==> src/rtl/cmd_hdr_decoder.sv <==
module cmd_hdr_decoder #(
  parameter int ADDR_W = 15
) (
  input  logic              clk,
  input  logic              rst_n,
  input  logic              gen_sel,
  input  logic              in_valid,
  output logic              in_ready,
  input  logic [31:0]       in_word,
  output logic              out_valid,
  input  logic              out_ready,
  output logic [2:0]        out_subc,
  output logic [ADDR_W-1:0] out_addr,
  output logic [31:0]       out_data,
  output logic              hdr_err
);
  localparam int CNT_W = 13;
  localparam logic [ADDR_W-1:0] STEP = ADDR_W'(4);

  logic [CNT_W-1:0]  cnt_q;
  logic [ADDR_W-1:0] addr_q;
  logic [2:0]        subc_q;
  logic              incr_q;

  logic              hdr_ok, hdr_incr;
  logic [CNT_W-1:0]  hdr_cnt;
  logic [ADDR_W-1:0] hdr_addr;
  logic [2:0]        top;

  assign top = in_word[31:29];

  always_comb begin
    if (!gen_sel) begin
      hdr_ok   = (top == 3'b000) || (top == 3'b010);
      hdr_incr = (top == 3'b000);
      hdr_cnt  = {2'b00, in_word[28:18]};
      hdr_addr = ADDR_W'(in_word[12:0]);
    end else begin
      hdr_ok   = (top == 3'b001) || (top == 3'b011);
      hdr_incr = (top == 3'b001);
      hdr_cnt  = in_word[28:16];
      hdr_addr = ADDR_W'({in_word[12:0], 2'b00});
    end
  end

  wire in_hdr = (cnt_q == '0);
  assign in_ready = in_hdr | ~out_valid | out_ready;
  wire take = in_valid & in_ready;

  always_ff @(posedge clk) begin
    if (!rst_n) begin
      cnt_q     <= '0;
      addr_q    <= '0;
      subc_q    <= '0;
      incr_q    <= 1'b0;
      out_valid <= 1'b0;
      out_subc  <= '0;
      out_addr  <= '0;
      out_data  <= '0;
      hdr_err   <= 1'b0;
    end else begin
      if (out_valid && out_ready) out_valid <= 1'b0;
      if (take) begin
        if (in_hdr) begin
          if (hdr_ok) begin
            cnt_q  <= hdr_cnt;
            addr_q <= hdr_addr;
            subc_q <= in_word[15:13];
            incr_q <= hdr_incr;
          end else begin
            hdr_err <= 1'b1;
          end
        end else begin
          out_valid <= 1'b1;
          out_subc  <= subc_q;
          out_addr  <= addr_q;
          out_data  <= in_word;
          cnt_q     <= cnt_q - 1'b1;
          if (incr_q) addr_q <= addr_q + STEP;
        end
      end
    end
  end

  p_hold_stable_r9: assert property (@(posedge clk) disable iff (!rst_n)
    out_valid && !out_ready |=> out_valid && $stable(out_addr) && $stable(out_data) && $stable(out_subc));

  p_no_take_blocked_r9: assert property (@(posedge clk) disable iff (!rst_n)
    out_valid && !out_ready && cnt_q != '0 |-> !in_ready);

  p_hdr_no_write_r8: assert property (@(posedge clk) disable iff (!rst_n)
    in_valid && in_ready && cnt_q == '0 && (!out_valid || out_ready) |=> !out_valid);

  p_err_set_r10: assert property (@(posedge clk) disable iff (!rst_n)
    in_valid && in_ready && cnt_q == '0 && !hdr_ok |=> hdr_err);

  p_err_sticky_r10: assert property (@(posedge clk) disable iff (!rst_n)
    hdr_err |=> hdr_err);

  p_first_hdr_r11: assert property (@(posedge clk)
    !rst_n |=> in_ready && !out_valid && !hdr_err);
endmodule

==> config.mk <==
export PLATFORM = sky130hd
export DESIGN_NAME = cmd_hdr_decoder
export DESIGN_NICKNAME = d
export VERILOG_FILES = /design/src/rtl/cmd_hdr_decoder.sv
export SDC_FILE = /design/constraint.sdc
export NUM_CORES = 1
export LEC_CHECK = 0
export BUFFER_PORTS_ARGS = -buffer_cell sky130_fd_sc_hd__buf_2
export CAP_MARGIN = 30
export CORE_AREA = 2 2 106 82
export CTS_BUF_LIST = sky130_fd_sc_hd__clkbuf_8
export CTS_CLUSTER_SIZE = 24
export DETAILED_ROUTE_END_ITERATION = 6
export DIE_AREA = 0 0 108 84
export PLACE_DENSITY = 0.71
export RECOVER_POWER = 50
export SYNTH_ARGS = -nofsm -noshare
export SYNTH_HDL_FRONTEND = slang
export SYNTH_SLANG_ARGS = --single-unit
==> constraint.sdc <==
create_clock -name clk -period 2.6 [get_ports clk]
set_input_delay 0.13 -clock clk [delete_from_list [all_inputs] [get_ports clk]]
set_output_delay 0.13 -clock clk [all_outputs]
set_load 0.01 [all_outputs]
After elaboration in Yosys (flattened, before gate mapping)

Cells that the tools add are included.
Widths: inputs -> output; s select.

Flip-flop bits (word level): 84
Output and inout bits: 53

$add $sub $neg: 2
Reductions and logical operators: 11
Bitwise gates (word level): 6
Muxes and demuxes: 12
Equality and inequality tests: 4

Operators with widths:

| kind                  | number |
|---|---|
| $mux 15               | 4 |
| $mux 13               | 3 |
| $add 15x3->15 const B | 1 |
| $logic_not 13->1      | 1 |
| $sub 13x1->13 const B | 1 |
| $reduce_and 3->1      | 3 |
| $eq 3x2->1 const B    | 2 |
| $mux 1                | 5 |
| $reduce_and 2->1      | 2 |
| $eq 3x1->1 const B    | 1 |
| $logic_not 3->1       | 1 |
| $not 1->1             | 3 |
| $logic_or 1x1->1      | 2 |
| $ne 2x2->1 const B    | 1 |
| $or 1x1->1            | 2 |
| $reduce_bool 2->1     | 1 |
| $and 1x1->1           | 1 |
| $logic_and 1x1->1     | 1 |

Longest topological paths before layout

Word-level depth: 5
Depth in mapped cells: 9
Depth with buffers taken out: 7

Worst setup path after synthesis

No wires, ideal clock.

Path type: register to register
From: register cnt_q[0]
To: register cnt_q[6]
Buffers on the path: 1
Cell stages (with the launch flop): 9
Data arrival time: 1936 ps
Setup slack: 529 ps
Clock period less this slack: 2071 ps
Library setup time: 135 ps
Cells stage by stage: dfxtp_1 -> inv_1 -> ha_1 -> nor4b_2 -> nand4_2 -> mux2_4 -> clkbuf_1 -> o311ai_0 -> o41ai_1

Cells in the longest elaborated chain, start to end: 5
Elaborated cells on any way between the ends: 8

Ends and longest elaborated chain:

| what                                                  | RTL line | RTL |
|---|---|---|
| start: declaration                                    | 20       | `logic [CNT_W-1:0] cnt_q;` |
| start signal: assignment                              | 66       | `cnt_q <= hdr_cnt;` |
| start signal: assignment                              | 78       | `cnt_q <= cnt_q - 1'b1;` |
| branches (longest 5 deep; another with $sub 13x1->13) | --       |  |

Several ways; the timed one is not identified.
A chain may end at the register's enable or synchronous reset.

Final worst setup path

From: register cnt_q[0]
To: register addr_q[8]

Cells in the longest elaborated chain, start to end: 5
Elaborated cells on any way between the ends: 8

Ends and longest elaborated chain:

| what                       | RTL line | RTL |
|---|---|---|
| $logic_not 13->1 (*)       | 46       | `wire in_hdr = (cnt_q == '0);` |
| $or 1x1->1 (2 in series)   | 47       | `assign in_ready = in_hdr \| ~out_valid \| out_ready;` |
| $and 1x1->1                | 48       | `wire take = in_valid & in_ready;` |
| $reduce_and 3->1 (no line) | --       |  |
| end signal: assignment     | 67       | `addr_q <= hdr_addr;` |
| end signal: assignment     | 79       | `if (incr_q) addr_q <= addr_q + STEP;` |
| end: declaration           | 21       | `logic [ADDR_W-1:0] addr_q;` |

Every way passes the cells marked *; elsewhere a longest branch is shown, timed or not.

==> flow_metrics.env <==
export IMPL_outcome="finished, final reports clean"
export IMPL_die_area_um2=9070
export IMPL_drt_iter0_markers=366
export IMPL_vias_per_cell=5.60
export IMPL_placed_cells=658
export IMPL_cp_max_fo=30
export IMPL_final_max_slew_viol_count=0
export IMPL_vias=3778
export IMPL_fmax_mhz=422
export IMPL_synth_top_area_share_pct=43.7
export IMPL_max_cap_violations=0
export IMPL_finalNonFillerCells=675
export IMPL_gp_congestion=0.862
export IMPL_rrSetupSlack_ns=0.23
export IMPL_fin_crit_sh_pct=91.0
export IMPL_antenna_cells=0
export IMPL_synth_top_cell_by_area="dfxtp_1"
export IMPL_nets=601
export IMPL_async_flop_share_pct=0
export IMPL_synth_area_top_cells="dfxtp_1 44%, nand2_1 12%, a21oi_1 11%, mux2i_1 4.9%, clkbuf_1 2.4%"
export IMPL_arrival_ns=2.63
export IMPL_grt_pass1_vias=3434
export IMPL_ant_nets=0
export IMPL_setup_viol=0
export IMPL_area_growth_pct=19.2
export IMPL_yosysWarningCount=0
export IMPL_die_x_um=108
export IMPL_drtPass1Iterations=5
export IMPL_fin_tns_setup_ns=0
export IMPL_synthCells=490
export IMPL_cp_endpoint="addr_q[8]"
export IMPL_regToRegEndpoint="addr_q[8]"
export IMPL_clock_latency_ns=0.36
export IMPL_ys_types=49
export IMPL_max_slew_margin_pct=65.6
export IMPL_cts_hold_buffers=0
export IMPL_routed_wl_um=10700
export IMPL_final_layout_size_suffix_gt1_share_pct=13.4
export IMPL_fp_dieH_um=84
export IMPL_cts_made_buffers=9
export IMPL_hold_violations=0
export IMPL_worst_pin_slew_ns=0.512
export IMPL_drc=0
export IMPL_required_ns=2.86
export IMPL_dp_hpwl_um=7260
export IMPL_ys_flop_type="dfxtp_1"
export IMPL_clock_path_buffers=2
export IMPL_grt_overflow=0
export IMPL_ir_drop_mv=0.510
export IMPL_rsz0062_at_grt="no"
export IMPL_synth_edff_count=0
export IMPL_antenna_found_initial=0
export IMPL_ios=90
export IMPL_grt_pass1_wl_um=17300
export IMPL_critPathKind="flop to flop"
export IMPL_clk_pin_slew_ns=0.09
export IMPL_avgSynthCellArea_um2=7.85
export IMPL_post_cts_setup_buffers=0
export IMPL_end_kind="flop"
export IMPL_crit_start="cnt_q[0]"
export IMPL_hold_class="input port to flop"
export IMPL_grt_max_degree=60
export IMPL_layout_common_cells="125 x nand2_1, 84 x a21oi_1, 84 x dfxtp_1, 52 x clkbuf_1, 37 x buf_2"
export IMPL_synth_seq_cells=84
export IMPL_final_common_cell="nand2_1"
export IMPL_total_leakage_power_uw=0.00171
export IMPL_syn_area_um2=3850
export IMPL_ys_seq_area_share_pct=43.7
export IMPL_fin_util_pct=56.1
export IMPL_finClkSkew_ns=0.00924
export IMPL_r2r_start="cnt_q[0]"
export IMPL_wl_per_cell_um=15.9
export IMPL_reg2reg_depth=8
export IMPL_io_buffers=89
export IMPL_cts_root_buf="clkbuf_8"
export IMPL_htree_num_levels=3
export IMPL_power_density_nw_per_um2=1010
export IMPL_cp_start_kind="flop"
export IMPL_core_region_area_um2=8160
export IMPL_cts_sinks=84
export IMPL_initial_core_util_pct=47.1
export IMPL_rows=29
export IMPL_fin_crit_ns=2.37
export IMPL_gr_usage_all_layers_pct=24.0
export IMPL_syn_num_nets=529
export IMPL_cts_tree="yes"
## metal layers
layer | global-route usage (%) | vias to the layer above | routed length, um
li1 | - | 1865 | -
met2 | 34.1 | 140 | 4550
met3 | 6.40 | 10 | 841
met1 | 35.5 | 1763 | 5210
met5 | 0 | - | 0
met4 | 6.53 | 0 | 112
## synth_stat cells, types with 4 or more instances
cell and n:
a211o_1 5, a211oi_1 5, a21oi_1 84, and3_1 7, buf_2 8, clkbuf_1 25
dfxtp_1 84, inv_1 6, mux2i_1 19, nand2_1 125, nand3_1 10, nand4_1 5
nor2_1 17, nor2b_1 4, nor3_1 13, o21ai_0 18, o221a_2 7
## cell type report
type	instances	area [um2]
fillers	791	3580
multi-input cells	364	2030
inverters	6	22.5
flip-flops and latches	84	1680
clock inverters	7	115
well taps	108	135
repair buffers	97	478
clock buffers	9	124
## stage by stage
step	hold WS [ns]	worst slack, ns	cell area (um2)	power, uW
floorplan	0.266	0.529	3850	2920
global placement	0.393	0.299	4350	3420
detailed placement	0.399	0.197	4370	3500
CTS	0.0188	0.178	4610	4620
global route	0.0149	0.0651	4580	4900
finish	0.0242	0.233	4580	4620
## sequential cells by signal (all words and copies together) (netlist names)
signal,cells
out_data,32
addr_q,15
out_addr,15
cnt_q,13
out_subc,3
subc_q,3
hdr_err,1
incr_q,1
out_valid,1
## logic make-up after synthesis
family,after synthesis,synth area share (%)
buf+inv,42,4.36
xor+xnor,2,0.456
compound gates,138,21.3
mux,22,5.99
simple gates,200,23.6
flops,84,43.7
fa+ha+maj,2,0.651
## critical path, stage by stage (launching register included)
cell and delay [ns]:
dfxtp_1 0.35, inv_1 0.07, ha_1 0.21, nor4b_4 0.35
nand4_2 0.17, buf_4 0.29, mux2_2 0.47, nor2_1 0.09
o221a_2 0.26
## how the worst min path moves through the flow
stage                         to   startpoint  slack, ns  cells past startpoint
global placement    out_data[14]  in_word[14]       0.39                      3
global route        out_data[22]  in_word[22]       0.01                      3
finish              out_data[14]  in_word[14]       0.02                      3
CTS                 out_data[22]  in_word[22]       0.02                      3
detailed placement  out_data[14]  in_word[14]       0.40                      3
floorplan            out_data[0]   in_word[0]       0.27                      2
## report_power, final
group | leakage [uW] | internal, uW | total (uW) | switching, uW
Sequential | 0.000684 | 1510 | 1690 | 175
Combinational | 0.000906 | 652 | 1810 | 1160
Clock | 0.000121 | 637 | 1120 | 485
## what timing repair did
action,4_1_cts,5_1_grt
setup endpoints to repair,0,13
hold endpoints to repair,0,0
resized for setup,0,2
(Power assumes the default switching activity.)
